### src/rtl/opstate_pkg.sv
// Shared state encoding for the operational state controller.
// Assumes the encoding is fixed by software: codes are visible on the bus.
package opstate_pkg;
    typedef enum logic [1:0] {
        ST_RESET = 2'd0,
        ST_RUN   = 2'd1,
        ST_CLEAR = 2'd2,
        ST_PAUSE = 2'd3
    } opst_e;
endpackage

### src/rtl/opstate_decode.sv
// Write decoder: turns a state-field write into a settle request, an arm
// update, or nothing. Purely combinational.
// Assumes the caller gates soft reset separately (soft reset wins outside).
module opstate_decode
    import opstate_pkg::*;
(
    input  opst_e      cur_state,
    input  logic       armed,
    input  logic       valid,
    input  logic       wr_en,
    input  logic [1:0] wr_code,
    output logic       start,
    output opst_e      target,
    output logic       arm_set,
    output logic       arm_clr
);
    // Decide the effect of one write against the settled state.
    always_comb begin
        start   = 1'b0;
        target  = cur_state;
        arm_set = 1'b0;
        arm_clr = 1'b0;
        if (wr_en && valid) begin
            case (opst_e'(wr_code))
                ST_RESET: begin
                    arm_clr = 1'b1;
                    if (cur_state != ST_PAUSE) begin
                        start  = 1'b1;
                        target = ST_RESET;
                    end
                end
                ST_RUN, ST_PAUSE: begin
                    arm_clr = 1'b1;
                    start   = 1'b1;
                    target  = opst_e'(wr_code);
                end
                default: begin
                    if (cur_state == ST_PAUSE) begin
                        if (armed) begin
                            start   = 1'b1;
                            target  = ST_RESET;
                            arm_clr = 1'b1;
                        end else begin
                            arm_set = 1'b1;
                        end
                    end else begin
                        arm_clr = 1'b1;
                    end
                end
            endcase
        end
    end
endmodule

### src/rtl/opstate_settle.sv
// Settling timer: after start it stays busy for SETTLE cycles, then pulses
// done in its final busy cycle. Cancel aborts it at once.
// Assumes start is never raised while busy.
module opstate_settle #(
    parameter int SETTLE = 4
) (
    input  logic clk,
    input  logic rst_n,
    input  logic start,
    input  logic cancel,
    output logic busy,
    output logic done
);
    localparam int CNT_W = (SETTLE > 1) ? $clog2(SETTLE) : 1;
    localparam logic [CNT_W-1:0] LOAD = CNT_W'(SETTLE - 1);

    logic [CNT_W-1:0] cnt_q;

    // Count down the settling window.
    always_ff @(posedge clk) begin
        if (!rst_n || cancel) begin
            busy  <= 1'b0;
            cnt_q <= '0;
        end else if (start) begin
            busy  <= 1'b1;
            cnt_q <= LOAD;
        end else if (busy) begin
            if (cnt_q == '0) busy <= 1'b0;
            else             cnt_q <= cnt_q - 1'b1;
        end
    end

    assign done = busy && (cnt_q == '0) && !cancel;

    AST_TIMER_BOUND: assert property (@(posedge clk) disable iff (!rst_n)
        busy |-> (cnt_q <= LOAD)) else $error("timer out of range");
    AST_DONE_ENDS_BUSY: assert property (@(posedge clk) disable iff (!rst_n)
        done |=> !busy) else $error("busy after done");
endmodule

### src/rtl/opstate_ctrl.sv
// Operational state controller. Holds the settled state, the valid flag and
// the clear-arm bit; sequences transitions through the settle timer and
// issues a flush pulse whenever reset is entered.
// Assumes single-cycle write strobes and one clock domain.
module opstate_ctrl
    import opstate_pkg::*;
#(
    parameter int REG_W  = 8,
    parameter int SETTLE = 4
) (
    input  logic             clk,
    input  logic             rst_n,
    input  logic             wr_en,
    input  logic [1:0]       wr_code,
    input  logic             soft_rst_wr,
    output logic [REG_W-1:0] rd_data,
    output logic             shift_en,
    output logic             flush_all
);
    localparam int PAD_W = REG_W - 3;

    opst_e state_q, tgt_q, target;
    logic  valid_q, armed_q, flush_q;
    logic  start, arm_set, arm_clr, busy, done, start_eff;

    opstate_decode u_dec (
        .cur_state (state_q),
        .armed     (armed_q),
        .valid     (valid_q),
        .wr_en     (wr_en),
        .wr_code   (wr_code),
        .start     (start),
        .target    (target),
        .arm_set   (arm_set),
        .arm_clr   (arm_clr)
    );

    assign start_eff = start && !soft_rst_wr;

    opstate_settle #(.SETTLE(SETTLE)) u_tmr (
        .clk    (clk),
        .rst_n  (rst_n),
        .start  (start_eff),
        .cancel (soft_rst_wr),
        .busy   (busy),
        .done   (done)
    );

    // Hold settled state, valid flag, clear-arm and flush pulse.
    always_ff @(posedge clk) begin
        if (!rst_n) begin
            state_q <= ST_RESET;
            tgt_q   <= ST_RESET;
            valid_q <= 1'b1;
            armed_q <= 1'b0;
            flush_q <= 1'b0;
        end else if (soft_rst_wr) begin
            state_q <= ST_RESET;
            valid_q <= 1'b1;
            armed_q <= 1'b0;
            flush_q <= 1'b1;
        end else begin
            flush_q <= 1'b0;
            if (start) begin
                valid_q <= 1'b0;
                tgt_q   <= target;
            end
            if (done) begin
                state_q <= tgt_q;
                valid_q <= 1'b1;
                flush_q <= (tgt_q == ST_RESET);
            end
            if (arm_set)      armed_q <= 1'b1;
            else if (arm_clr) armed_q <= 1'b0;
        end
    end

    generate
        if (PAD_W > 0) begin : g_pad
            assign rd_data = {{PAD_W{1'b0}}, valid_q, state_q};
        end else begin : g_nopad
            assign rd_data = {valid_q, state_q};
        end
    endgenerate

    assign shift_en  = (state_q == ST_RUN);
    assign flush_all = flush_q;

    AST_NO_CLEAR_STATE: assert property (@(posedge clk) disable iff (!rst_n)
        state_q != ST_CLEAR) else $error("clear code held as state");
    AST_STATE_MOVES_WITH_VALID: assert property (@(posedge clk) disable iff (!rst_n)
        !$stable(state_q) |-> valid_q) else $error("state moved while settling");
    AST_ZERO_IGNORED_IN_PAUSE: assert property (@(posedge clk) disable iff (!rst_n)
        (wr_en && valid_q && state_q == ST_PAUSE && wr_code == 2'd0 && !soft_rst_wr)
        |=> (valid_q && state_q == ST_PAUSE)) else $error("zero left pause");
    AST_FIRST_CLEAR_ARMS: assert property (@(posedge clk) disable iff (!rst_n)
        (wr_en && valid_q && state_q == ST_PAUSE && wr_code == 2'd2 && !armed_q && !soft_rst_wr)
        |=> (valid_q && armed_q && state_q == ST_PAUSE)) else $error("first clear not arm-only");
    AST_SOFT_RESET: assert property (@(posedge clk) disable iff (!rst_n)
        soft_rst_wr |=> (state_q == ST_RESET && valid_q && flush_all && !busy)) else $error("soft reset");
    AST_FLUSH_IN_RESET: assert property (@(posedge clk) disable iff (!rst_n)
        flush_all |-> (state_q == ST_RESET && valid_q)) else $error("flush outside reset");
endmodule

### config.mk
export PLATFORM = sky130hd
export DESIGN_NAME = opstate_ctrl
export DESIGN_NICKNAME = d
export VERILOG_FILES = /design/src/rtl/opstate_pkg.sv /design/src/rtl/opstate_decode.sv /design/src/rtl/opstate_settle.sv /design/src/rtl/opstate_ctrl.sv
export SDC_FILE = /design/constraint.sdc
export NUM_CORES = 1
export LEC_CHECK = 0
export ABC_AREA = 0
export BUFFER_PORTS_ARGS = -buffer_cell sky130_fd_sc_hd__buf_4
export CORE_AREA = 8 8 45 47
export CTS_CLUSTER_DIAMETER = 120
export DETAILED_ROUTE_END_ITERATION = 8
export DIE_AREA = 0 0 53 55
export SETUP_SLACK_MARGIN = 0.15
export SYNTH_ARGS = -nofsm -noshare
export SYNTH_HDL_FRONTEND = slang
export SYNTH_SLANG_ARGS = --single-unit
### constraint.sdc
create_clock -name clk -period 2.5 [get_ports clk]
set_clock_uncertainty 0.1 [all_clocks]
set_input_delay 0.25 -clock clk [delete_from_list [all_inputs] [get_ports clk]]
set_output_delay 0.25 -clock clk [all_outputs]
set_load 0.05 [all_outputs]
==> out/results.ini <==
[floorplanning]
die_area_um2=2920
core_um2=1380
die_y_um=55
die_w_um=53
rows=14
num_io_pins=16
start_util=0.377

[routing]
vias=454
wl_um=1080
wl_per_cell_um=12.0
firstDrtPassIters=3
first_iter_violations=3
postRouteAntennaNets=0
vias_per_cell=5.04
drc_errors=0

[power_and_ir_drop]
powerDensity_nw_per_um2=595
p_leak_nw=0.250
irDropWorstVdd_v=0.000439

[timing]
rsz0062_at_grt=no
finalHoldViolCount=0
slew_violations=0
min_period_ns=1.50
fmaxAchievable_mhz=668
setup-violations-final=0
tns_ns=0
fin_ws_ns=1.00
finalCritPeriodShare=0.598

[setup_path]
r2r_start=state_q[1]
end_kind=primary output
critPathKind=flip-flop to primary output
required_ns=2.15
reg2reg_to=u_tmr.cnt_q[0]
reg2regPathDepth=4
start_kind=flip-flop
crit_arrival_ns=1.15
worst-r2r-setup-slack_ns=1.08
crit_fanout=8

[place]
placed_area_um2=587
place.gp.congestion=0.759
pre_cts_slack_ns=1.11
port_buffers=10
placedCellCount=86
dp_hpwl_um=845

[synth]
yosysSeqAreaShare=0.384
ys_types=30
syn_inst=62
synth_seq_cells=10
synth_area_um2=522
synth_area_per_cell_um2=8.42
synth_warnings=0

[clock_tree]
ctsResizeCount=0
cts.clk_slew.worst_paths_ns=0.07
htree_levels=1
cts_setup_buffers=0
cts_made_buffers=3
clkSinkCount=10
cts_root_buf=clkbuf_4
cts_tree=built
clk_latency_ns=0.27
holdBufCountCts=0
clock_path_buffers=2

[grt]
grt_first_pass_wirelength_um=1790
grt_usage=0.0859
grt_pass1_vias=409
grt-ovfl-total=0
grt_start_max_net_pins=9
antenna_found_initial=0

[layout]
drive_above_1_share=0.230
area_growth_pct=19.4
nNetsFinal=82
final_area_um2=623
mostFrequentLayoutCells=10 x dfxtp_1, 10 x buf_4, 7 x nand2_1, 6 x a21oi_1, 5 x conb_1
n_antenna_cell=0
final_cell_count_no_fill=90
postLayoutCoreUtil=0.450

[worst_hold_path]
hold_class=input port to flip-flop
hold_start=soft_rst_wr
whs_endpoint=tgt_q[1]
hold_depth=2

[status]
status=completed

[job]
drv_cap=0

stage by stage:
step | power, W | hold slack, ns
4_1_cts | 0.000379 | 0.0912
6_report | 0.000371 | 0.100
2_1_floorplan | 0.000220 | 0.252
3_3_place_gp | 0.000230 | 0.374
3_5_place_dp | 0.000229 | 0.377
5_1_grt | 0.000396 | 0.107
routing by layer:
metal	vias to the layer above	track usage	share of wire
met5	-	0	0
met4	0	0.0388	0.0092
met3	2	0.0722	0.12
met2	13	0.137	0.47
met1	206	0.0779	0.40
li1	233	-	-
power by group:
group	switching (W)	internal, W	total [W]
logic	0.0000412	0.0000169	0.0000581
registers	0.00000351	0.000164	0.000168
clock network	0.0000564	0.0000884	0.000145
synthesized netlist by cell type (all sizes together):
cell | count | area share
a21boi | 2 | 0.029
a21oi | 7 | 0.074
a311oi | 1 | 0.029
a31oi | 1 | 0.012
and2 | 1 | 0.017
and2b | 1 | 0.014
and3 | 1 | 0.012
buf | 6 | 0.086
conb | 1 | 0.0072
dfxtp | 10 | 0.38
ha | 1 | 0.024
inv | 4 | 0.029
nand2 | 7 | 0.050
nand2b | 1 | 0.012
nand3 | 2 | 0.019
nand3b | 1 | 0.014
nand4 | 1 | 0.012
nor2 | 2 | 0.014
nor2b | 2 | 0.024
nor3 | 1 | 0.0096
o21a | 1 | 0.014
o21ai | 2 | 0.019
o221ai | 1 | 0.017
o311ai | 1 | 0.017
o31ai | 1 | 0.014
o41ai | 1 | 0.017
or2 | 1 | 0.012
xnor2 | 1 | 0.017
cells by family (layout without fill, tap and decap cells):
logic type               count (synthesis)  after routing  share of synthesized area
AND/OR/NAND/NOR                         21             21                      0.211
AO/OA/AOI/OAI                           18             18                      0.242
flip-flops                              10             10                      0.384
buffers and inverters                   10             18                      0.115
adder cells (fa/ha/maj)                  1              1                     0.0240
other                                    1              5                    0.00719
XOR/XNOR                                 1              1                     0.0168
worst max path at each step:
| stage | slack (ns) | from | cells past startpoint | to |
|---|---|---|---|---|
| finish | 1.00 | state_q[1] | 2 | shift_en |
| global route | 0.95 | state_q[1] | 2 | shift_en |
| CTS | 0.99 | state_q[1] | 2 | shift_en |
| detailed placement | 1.11 | wr_code[1] | 5 | u_tmr.cnt_q[1] |
| global placement | 1.11 | wr_code[1] | 5 | u_tmr.cnt_q[1] |
| floorplan | 0.90 | state_q[1] | 4 | u_tmr.busy |
final cells by class:
cell class / count / area [um^2]
clock buffers: 4 / 36.3
fillers: 143 / 761
inverters: 4 / 15.0
multi-input cells: 46 / 277
flip-flops and latches: 10 / 200
well taps: 16 / 20.0
repair buffers: 10 / 75.1
registers in the layout, summed over array words and instances, names as in the netlist:
register / cells
u_tmr.cnt_q: 2
armed_q: 1
flush_all: 1
valid_q: 1
state_q: 2
tgt_q: 2
u_tmr.busy: 1
worst max-delay path, stage by stage (launching register included):
cell     delay [ns]
dfxtp_1        0.47
and2b_1        0.22
buf_4          0.18
Note: power is estimated with default switching activity, not from simulation.
